==> config.mk <==
export PLATFORM = sky130hd
export DESIGN_NAME = serial_frame_baud
export DESIGN_NICKNAME = d
export VERILOG_FILES = /design/src/rtl/serial_frame_baud.sv
export SDC_FILE = /design/constraint.sdc
export NUM_CORES = 1
export LEC_CHECK = 0
export BUFFER_PORTS_ARGS = -buffer_cell sky130_fd_sc_hd__buf_2
export CAP_MARGIN = 20
export CORE_ASPECT_RATIO = 1.2
export CORE_MARGIN = 8
export CORE_UTILIZATION = 45
export CTS_BUF_LIST = sky130_fd_sc_hd__clkbuf_8
export DETAILED_ROUTE_END_ITERATION = 12
export GPL_TIMING_DRIVEN = 0
export PLACE_DENSITY = 0.66
export SYNTH_ARGS = -nofsm -noshare
export SYNTH_HDL_FRONTEND = slang
export SYNTH_SLANG_ARGS = --single-unit
==> constraint.sdc <==
create_clock -name clk -period 1.9 [get_ports clk]
set_clock_uncertainty 0.15 [all_clocks]
set_input_delay 0.285 -clock clk [delete_from_list [all_inputs] [get_ports clk]]
set_output_delay 0.285 -clock clk [all_outputs]
set_load 0.005 [all_outputs]
==> src/rtl/serial_frame_baud.sv <==
module serial_frame_baud #(
  parameter int IDX_W = 4
) (
  input  logic             clk,
  input  logic             rst_n,
  input  logic [IDX_W-1:0] reg_idx,
  input  logic [7:0]       wr_data,
  input  logic             wr_en,
  output logic             par_en,
  output logic             par_even,
  output logic             two_stop,
  output logic [3:0]       data_bits,
  output logic             baud_tick
);
  localparam int TC_W  = 16;
  localparam int CNT_W = TC_W + 1;
  localparam logic [IDX_W-1:0] IDX_MODE = IDX_W'(4);
  localparam logic [IDX_W-1:0] IDX_LEN  = IDX_W'(5);
  localparam logic [IDX_W-1:0] IDX_TCL  = IDX_W'(12);
  localparam logic [IDX_W-1:0] IDX_TCH  = IDX_W'(13);

  logic [7:0] mode_r, len_r, tcl_r, tch_r;
  logic [CNT_W-1:0] div_cnt, reload;
  logic [5:0] pre_cnt, pre_reload;
  logic gen_pulse;

  always_ff @(posedge clk) begin
    if (!rst_n) begin
      mode_r <= '0;
      len_r  <= '0;
      tcl_r  <= '0;
      tch_r  <= '0;
    end else if (wr_en) begin
      if (reg_idx == IDX_MODE) mode_r <= wr_data;
      if (reg_idx == IDX_LEN)  len_r  <= wr_data;
      if (reg_idx == IDX_TCL)  tcl_r  <= wr_data;
      if (reg_idx == IDX_TCH)  tch_r  <= wr_data;
    end
  end

  assign par_en   = mode_r[0];
  assign par_even = mode_r[0] & mode_r[1];
  assign two_stop = (mode_r[3:2] == 2'b11);

  always_comb begin
    case (len_r[6:5])
      2'b00:   data_bits = 4'd5;
      2'b01:   data_bits = 4'd7;
      2'b10:   data_bits = 4'd6;
      default: data_bits = 4'd8;
    endcase
  end

  always_comb begin
    case (mode_r[7:6])
      2'b00:   pre_reload = 6'd0;
      2'b01:   pre_reload = 6'd15;
      2'b10:   pre_reload = 6'd31;
      default: pre_reload = 6'd63;
    endcase
  end

  assign reload    = {1'b0, tch_r, tcl_r} + CNT_W'(1);
  assign gen_pulse = (div_cnt == '0);
  assign baud_tick = gen_pulse && (pre_cnt == '0);

  always_ff @(posedge clk) begin
    if (!rst_n) begin
      div_cnt <= '0;
      pre_cnt <= '0;
    end else begin
      div_cnt <= gen_pulse ? reload : div_cnt - CNT_W'(1);
      if (gen_pulse)
        pre_cnt <= (pre_cnt == '0) ? pre_reload : pre_cnt - 6'd1;
    end
  end
endmodule

==> insert_results.sql, run 1 <==
INSERT INTO impl_metrics (metric_group, metric, value, unit) VALUES
('global_route', 'grt_antenna_before_repair', '0', ''),
('sta', 'count_of_endpoints_failing_hold_in_the_final_timing_report', '0', ''),
('drt', 'post-route-drc-count', '0', ''),
('setup_path', 'worst-endpoint-arrival', '2.22', 'ns'),
('sta', 'final.hold.worst_slack', '0.107', 'ns'),
('placed_design', 'dp.cells', '352', ''),
('pwr', 'p_leak', '1.27', 'nW'),
('min_path', 'hold_path.class', 'input pin to flip-flop', ''),
('outcome', 'run_status', 'finished with violations', ''),
('synth', 'synth.ff_latch_count', '47', ''),
('global_route', 'pin_count_of_the_biggest_net_entering_global_routing', '15', ''),
('setup_path', 'worstSetupPathType', 'flip-flop to flip-flop', ''),
('clock_network', 'clkSlewWorstSetupHoldPaths', '0.09', 'ns'),
('synth', 'asyncSetResetFlopFracSynth', '0', ''),
('drt', 'initialDrtViolationCount', '142', ''),
('clock_network', 'cts.sink_count', '47', ''),
('clock_network', 'cts_tree', 'done', ''),
('final_layout', 'syn_to_final_growth', '26.4', '%'),
('sta', 'tightest_slew', '0.868', 'ns'),
('setup_path', 'start_kind', 'flip-flop', ''),
('drt', 'post_drt_via_cell_ratio', '5.43', ''),
('floorplanning', 'io_pins', '23', ''),
('clock_network', 'post_cts_hold_buffer_count', '0', ''),
('drt', 'drt-total-wl', '5820', 'um'),
('pwr', 'worst_ir_drop_vdd', '0.629', 'mV'),
('pwr', 'combPwrFrac', '0.498', ''),
('sta', 'grt_setup_unrepaired', 'true', ''),
('final_layout', 'layout.cells.most_common_list', 'nor2_1, dfxtp_1, mux2i_1', ''),
('floorplanning', 'die_outline_area', '0.00802', 'mm2'),
('sta', 'finalSetupViolations', '7', ''),
('sta', 'finalSetupTns', '-1.11', 'ns'),
('job', 'timing.max_cap.violations', '0', ''),
('global_route', 'first_pass_grt_wire_length', '9420', 'um'),
('outcome', 'violated_checks', 'negative setup slack', ''),
('synth', 'count_of_mapped_cells_out_of_synthesis', '268', ''),
('setup_path', 'critPathRequiredTime', '1.94', 'ns'),
('placed_design', 'dpl_worst_slack', '-0.337', 'ns'),
('clock_network', 'clock_tree.buffer_depth', '2', ''),
('clock_network', 'cts_root_buf', 'clkbuf_8', ''),
('setup_path', 'worstRegToRegCells', '5', ''),
('pwr', 'sw_ratio', '0.363', ''),
('placed_design', 'finalWeightedCongestion', '0.801', ''),
('pwr', 'power_frac_seq', '0.330', ''),
('drt', 'route.antenna.remaining_nets', '0', ''),
('sta', 'final.period_utilization', '1.15', ''),
('pwr', 'power.density_cell_area', '1440', 'mW/mm2'),
('final_layout', 'number_of_nets_in_the_final_layout', '336', ''),
('synth', 'synth_ff_type', 'dfxtp_1', ''),
('synth', 'synthesis.nets', '291', ''),
('sta', 'finalWorstSetupSlack', '-0.278', 'ns'),
('synth', 'proportion_of_synthesized_chip_area_in_sequential_cells', '0.387', ''),
('synth', 'yosys_synthesis_warning_count', '0', ''),
('drt', 'post_drt_wl_per_cell', '15.5', 'um'),
('global_route', 'grtUsageTotal', '0.141', ''),
('drt', 'vias', '2040', ''),
('pwr', 'p_switching', '1.61', 'mW'),
('floorplanning', 'die_h', '96.5', 'um'),
('clock_network', 'htreeDepth', '2', ''),
('synth', 'post_synthesis_cell_area', '0.00243', 'mm2'),
('drt', 'detailedRoute.firstPassIterationCount', '4', ''),
('pwr', 'clkPwrFrac', '0.172', ''),
('sta', 'max_slew_margin', '0.417', ''),
('min_path', 'hold_path_depth', '3', ''),
('final_layout', 'register_area', '961', 'um2'),
('sta', 'slew_viol_final', '0', ''),
('clock_network', 'clkLatencyLatePin', '0.30', 'ns'),
('floorplanning', 'dieWidth', '83.1', 'um'),
('final_layout', 'fin_cells', '376', ''),
('setup_path', 'timing.critical_path.to_type', 'flip-flop', ''),
('sta', 'max_clock_freq', '0.459', 'GHz'),
('synth', 'ys_types', '41', '');
-- through the flow --
step / util / area (um2)
after floorplan: - / 2450
after global placement: 0.502 / 2640
after detailed placement: 0.502 / 2640
after CTS: 0.549 / 2890
after global routing: 0.584 / 3070
final: 0.584 / 3070
-- synthesized netlist by cell type, types with 2 or more instances --
master    number  area [um2]
nor2_1        40         150
nor3_1         6        30.0
or3_1          4        25.0
nand4_1        5        31.3
or4_1          5        37.5
buf_1          2        7.51
a21boi_1       3        22.5
a211oi_1       4        30.0
and2_1         3        18.8
o221a_1        3        33.8
and4_1         2        17.5
o21ai_1        3        15.0
nor3b_1        2        15.0
dfxtp_1       47         941
inv_1          8        30.0
nor4_2         2        25.0
mux2i_1       25         250
nand2_1       20        75.1
xnor2_1       18         158
o22ai_1        7        43.8
nor2b_1        4        25.0
clkbuf_1       4        15.0
ha_1           8         100
nand2b_1       4        25.0
nand3_1        8        40.0
nor4_1         3        18.8
nor4_4         2        42.5
a31oi_1        2        12.5
xor2_1         9        78.8
and3_1         4        25.0
-- cell type report --
type	instances	share of cell area
Tap cell	62	0.0252
Clock buffer	6	0.0269
Timing Repair Buffer	39	0.0818
Inverter	9	0.0126
Sequential cell	47	0.313
Buffer	5	0.0163
Clock inverter	2	0.0114
Multi-Input combinational cell	206	0.513
-- kinds of logic (layout without fill, tap and decap cells) --
group                    count (synthesis)  count (layout)  share of synthesized area
XOR/XNOR                                27              27                     0.0972
AND/OR/NAND/NOR                        117             117                      0.262
multiplexers                            25              25                      0.103
AO/OA/AOI/OAI                           29              29                     0.0864
flip-flops                              47              47                      0.387
buffers and inverters                   15              61                     0.0231
adder cells (fa/ha/maj)                  8               8                     0.0412
-- layer usage --
metal	routed length, um	GRT usage	vias to the layer above	part of all wire
met5	0	0	-	0
met4	112	0.0557	0	0.019
met3	217	0.0252	10	0.037
met2	2820	0.258	58	0.49
met1	2660	0.160	940	0.46
li1	-	-	1032	-
-- state kept, by name, indices dropped and copies added, names as in the netlist --
| signal | cells |
|---|---|
| mode_r | 6 |
| pre_cnt | 6 |
| len_r | 2 |
| tcl_r | 8 |
| div_cnt | 17 |
| tch_r | 8 |
-- path summary, 6_finish.rpt --
kind | startpoint | endpoint | slack, ns
setup / recovery | div_cnt[4] | div_cnt[10] | -0.28
hold / removal | wr_data[0] | tcl_r[0] | 0.11
setup reg to reg | div_cnt[4] | div_cnt[10] | -0.28
hold reg to reg | mode_r[2] | mode_r[2] | 0.35
-- critical path: stages (launching register included) --
cell and delay (ns):
dfxtp_4 0.37, or3_4 0.40, or3_4 0.41, or4_4 0.53, xor2_2 0.14, o22ai_1 0.07
-- what timing repair did --
action / CTS / global route
gates resized for setup: 20 / 27
pin swaps: 8 / 8
setup buffers: 6 / 12
endpoints found under the setup margin: 14 / 17
-- power by group through the flow --
stage          combinational (mW)  sequential (mW)  clock [mW]
2_1_floorplan                1.17             1.38           0
3_3_place_gp                 1.43             1.42           0
3_5_place_dp                 1.44             1.42           0
4_1_cts                      1.70             1.43       0.778
5_1_grt                      2.41             1.49       0.808
6_report                     2.20             1.46       0.761
(Power assumes the default switching activity.)
==> run 2, diff against run 1 <==
Settings changed: ABC_AREA set to 1, PLACE_DENSITY 0.66 to 0.65.
==> run 2 against run 1 <==
The run now ends clean. Sequential power fell by 6%. Cell area grew 1.3%. Synthesized cell count grew 57%. Sequential share of layout area shrank 1.0 points. Via count increased by 28%. Critical path type is now flip-flop to output port. Largest cell class unchanged.
==> insert_results.sql, run 2 <==
INSERT INTO impl_metrics (metric_group, metric, value, unit) VALUES
('synth', 'synth_top_area_share', '0.344', ''),
('synth', 'synth.ff_latch_count', '47', ''),
('synth', 'complex_gate_fraction_of_the_synthesized_area', '0.141', ''),
('global_route', 'first_pass_grt_wire_length', '11200', 'um'),
('pwr', 'report.power.total', '4.37', 'mW'),
('global_route', 'pin_count_of_the_biggest_net_entering_global_routing', '17', ''),
('setup_path', 'worst-endpoint-arrival', '1.43', 'ns'),
('sta', 'final.hold.worst_slack', '0.0818', 'ns'),
('synth', 'count_of_mapped_cells_out_of_synthesis', '421', ''),
('synth', 'yosys_synthesis_warning_count', '0', ''),
('sta', 'final.period_utilization', '0.980', ''),
('final_layout', 'syn_to_final_growth', '14.0', '%'),
('drt', 'post_drt_wl_per_cell', '12.1', 'um'),
('final_layout', 'n_antenna_cell', '0', ''),
('clock_network', 'clock_tree.buffer_depth', '2', ''),
('placed_design', 'port_buffers', '22', ''),
('drt', 'initialDrtViolationCount', '121', ''),
('drt', 'post-route-drc-count', '0', ''),
('global_route', 'grt_overflow', '0', ''),
('placed_design', 'dp.final_hpwl', '5100', 'um'),
('global_route', 'grt_antenna_before_repair', '0', ''),
('sta', 'finalSetupViolations', '0', ''),
('synth', 'yosys.area_share.xor_xnor', '0.0416', ''),
('setup_path', 'critPathRequiredTime', '1.46', 'ns'),
('global_route', 'use_met1', '0.183', ''),
('pwr', 'p_leak', '1.41', 'nW'),
('floorplanning', 'io_pins', '23', ''),
('synth', 'synth_area_per_cell', '6.49', 'um2'),
('drt', 'route.antenna.remaining_nets', '0', ''),
('clock_network', 'htreeDepth', '2', ''),
('floorplanning', 'core_area', '0.00597', 'mm2'),
('drt', 'post_drt_via_cell_ratio', '4.88', ''),
('sta', 'grt_setup_unrepaired', 'true', ''),
('final_layout', 'mostFrequentLayoutCell', 'nor2_1', ''),
('drt', 'drt-total-wl', '6470', 'um'),
('floorplanning', 'die_h', '101', 'um'),
('pwr', 'worst_ir_drop_vdd', '0.860', 'mV'),
('global_route', 'globalRouteMet3Util', '0.0317', ''),
('synth', 'muxShareOfSynthArea', '0', ''),
('synth', 'synth_ff_type', 'dfxtp_1', ''),
('synth', 'ys_types', '33', ''),
('sta', 'slew_viol_final', '0', ''),
('global_route', 'busiest_layer', 'met2', ''),
('final_layout', 'largest_register', 'div_cnt', ''),
('floorplanning', 'core.rowCount', '31', ''),
('drt', 'vias', '2616', ''),
('final_layout', 'layout.cells.most_common_list', 'nor2_1, nand2_1, dfxtp_1', ''),
('job', 'timing.max_cap.violations', '0', ''),
('synth', 'synthAdderAreaFrac', '0.0366', ''),
('synth', 'dominant_combinational_cell_family_by_area_after_synthesis', 'simple AND/OR/NAND/NOR gates', ''),
('sta', 'max_slew_margin', '0.669', ''),
('synth', 'synth_simple_gate_area_share', '0.348', ''),
('setup_path', 'worstSetupPathType', 'flip-flop to output port', ''),
('floorplanning', 'die_outline_area', '0.00884', 'mm2'),
('final_layout', 'number_of_nets_in_the_final_layout', '476', ''),
('sta', 'max_clock_freq', '0.537', 'GHz'),
('clock_network', 'cts_inserted_buffers', '5', ''),
('placed_design', 'finalWeightedCongestion', '0.912', ''),
('final_layout', 'finish.instance_area', '0.00312', 'mm2'),
('sta', 'finalWorstSetupSlack', '0.0371', 'ns'),
('synth', 'post_synthesis_cell_area', '0.00273', 'mm2'),
('sta', 'finalSetupTns', '0', 'ns'),
('synth', 'synthesis.nets', '444', ''),
('final_layout', 'fillerInstances', '654', ''),
('placed_design', 'dp.cells', '525', ''),
('synth', 'synth_enable_flop_cells', '0', ''),
('floorplanning', 'initial_utilization', '0.458', ''),
('sta', 'count_of_endpoints_failing_hold_in_the_final_timing_report', '0', ''),
('global_route', 'grt_use_met2', '0.275', ''),
('placed_design', 'dpl_worst_slack', '-0.0251', 'ns'),
('final_layout', 'biggestRegsByFlops', 'div_cnt x17, tch_r x8, tcl_r x8', ''),
('outcome', 'run_status', 'finished, final reports clean', ''),
('global_route', 'grtUsageTotal', '0.157', ''),
('synth', 'proportion_of_synthesized_chip_area_in_sequential_cells', '0.344', ''),
('min_path', 'hold_path.class', 'input pin to flip-flop', ''),
('clock_network', 'cts_root_buf', 'clkbuf_8', ''),
('pwr', 'power.density_cell_area', '1400', 'mW/mm2'),
('clock_network', 'clkLatencyLatePin', '0.31', 'ns'),
('setup_path', 'timing.critical_path.to_type', 'output port', ''),
('synth', 'asyncSetResetFlopFracSynth', '0', ''),
('synth', 'synth.top_cells.by_area', 'dfxtp_1, nor2_1, nand2_1', ''),
('min_path', 'hold_path_depth', '3', ''),
('final_layout', 'fin_cells', '536', ''),
('drt', 'detailedRoute.firstPassIterationCount', '4', ''),
('setup_path', 'start_kind', 'flip-flop', ''),
('sta', 'post-route-min-period', '1.86', 'ns'),
('clock_network', 'clkSlewWorstSetupHoldPaths', '0.09', 'ns'),
('clock_network', 'cts.sink_count', '47', ''),
('final_layout', 'largest_reg_flops', '17', ''),
('setup_path', 'worstRegToRegCells', '12', ''),
('floorplanning', 'dieWidth', '87.2', 'um'),
('synth', 'synth_largest_area_cell', 'dfxtp_1', ''),
('clock_network', 'cts_tree', 'done', ''),
('final_layout', 'post_route_cells_drive_above_1_share', '0.152', ''),
('synth', 'yosysMostFrequentCell', 'nor2_1', ''),
('final_layout', 'finalCoreUtilization', '0.522', ''),
('setup_path', 'crit_fanout', '3', ''),
('synth', 'yosys-top-cells-count', 'nor2_1, nand2_1, inv_1', ''),
('sta', 'tightest_slew', '0.497', 'ns'),
('placed_design', 'placed_cell_area', '0.00295', 'mm2'),
('global_route', 'via_count_of_the_first_global_routing_pass', '2577', '');
-- run 2: cell types whose count changed after synthesis, moves of 14 or more --
| cell | before | now |
|---|---|---|
| mux2i_1 | 25 | 0 |
| nand2_1 | 20 | 77 |
| a21oi_1 | 1 | 26 |
| xnor2_1 | 18 | 4 |
| inv_1 | 8 | 48 |
| nor2_1 | 40 | 97 |
| o21ai_0 | 1 | 37 |
-- run 2: cell families (layout without fill, tap and decap cells) --
family,Yosys count,in the layout
AND/OR/NAND/NOR,220,220
AO/OA/AOI/OAI,74,74
buffers and inverters,59,92
flip-flops,47,47
XOR/XNOR,13,13
adder cells (fa/ha/maj),8,8
-- run 2: layer usage --
metal | wire length (um) | part of all wire
met3 | 180 | 0.028
met1 | 3120 | 0.48
met4 | 118 | 0.018
met2 | 3050 | 0.47
met5 | 0 | 0
-- run 2: repair_timing --
action | 4_1_cts | 5_1_grt
setup buffers | 2 | 2
pin swaps | 1 | 1
endpoints found under the setup margin | 1 | 5
resized for setup | 6 | 7
hold buffers | 0 | 0
endpoints found under the hold margin | 0 | 0
-- run 2: path summary, 6_finish.rpt --
| path | from | endpoint | slack (ns) |
|---|---|---|---|
| hold reg to reg | div_cnt[0] | div_cnt[0] | 0.28 |
| hold / removal | wr_data[4] | tcl_r[4] | 0.08 |
| setup reg to reg | div_cnt[0] | div_cnt[16] | 0.12 |
| setup / recovery | div_cnt[0] | baud_tick | 0.04 |
-- run 2: report_power, final --
group	switching [mW]	internal (mW)	total, mW
clock network	0.360	0.399	0.759
logic	1.34	0.904	2.24
registers	0.186	1.18	1.37
-- run 2: critical path: stages (launching register included) --
cell	delay [ns]
dfxtp_2	0.33
inv_2	0.08
ha_4	0.15
inv_2	0.03
nor2_2	0.07
nand2_1	0.06
nor2_2	0.14
nand2_4	0.08
nor2_2	0.08
buf_2	0.11
-- run 2: final cells by class --
type	count	area (um2)	area share
buffer	7	43.8	0.0141
timing repair buffer	26	140	0.0450
inverter	51	194	0.0622
sequential	47	942	0.302
tap	82	103	0.0329
clock inverter	3	47.5	0.0153
multi-input combinational	315	1580	0.506
clock buffer	5	68.8	0.0221
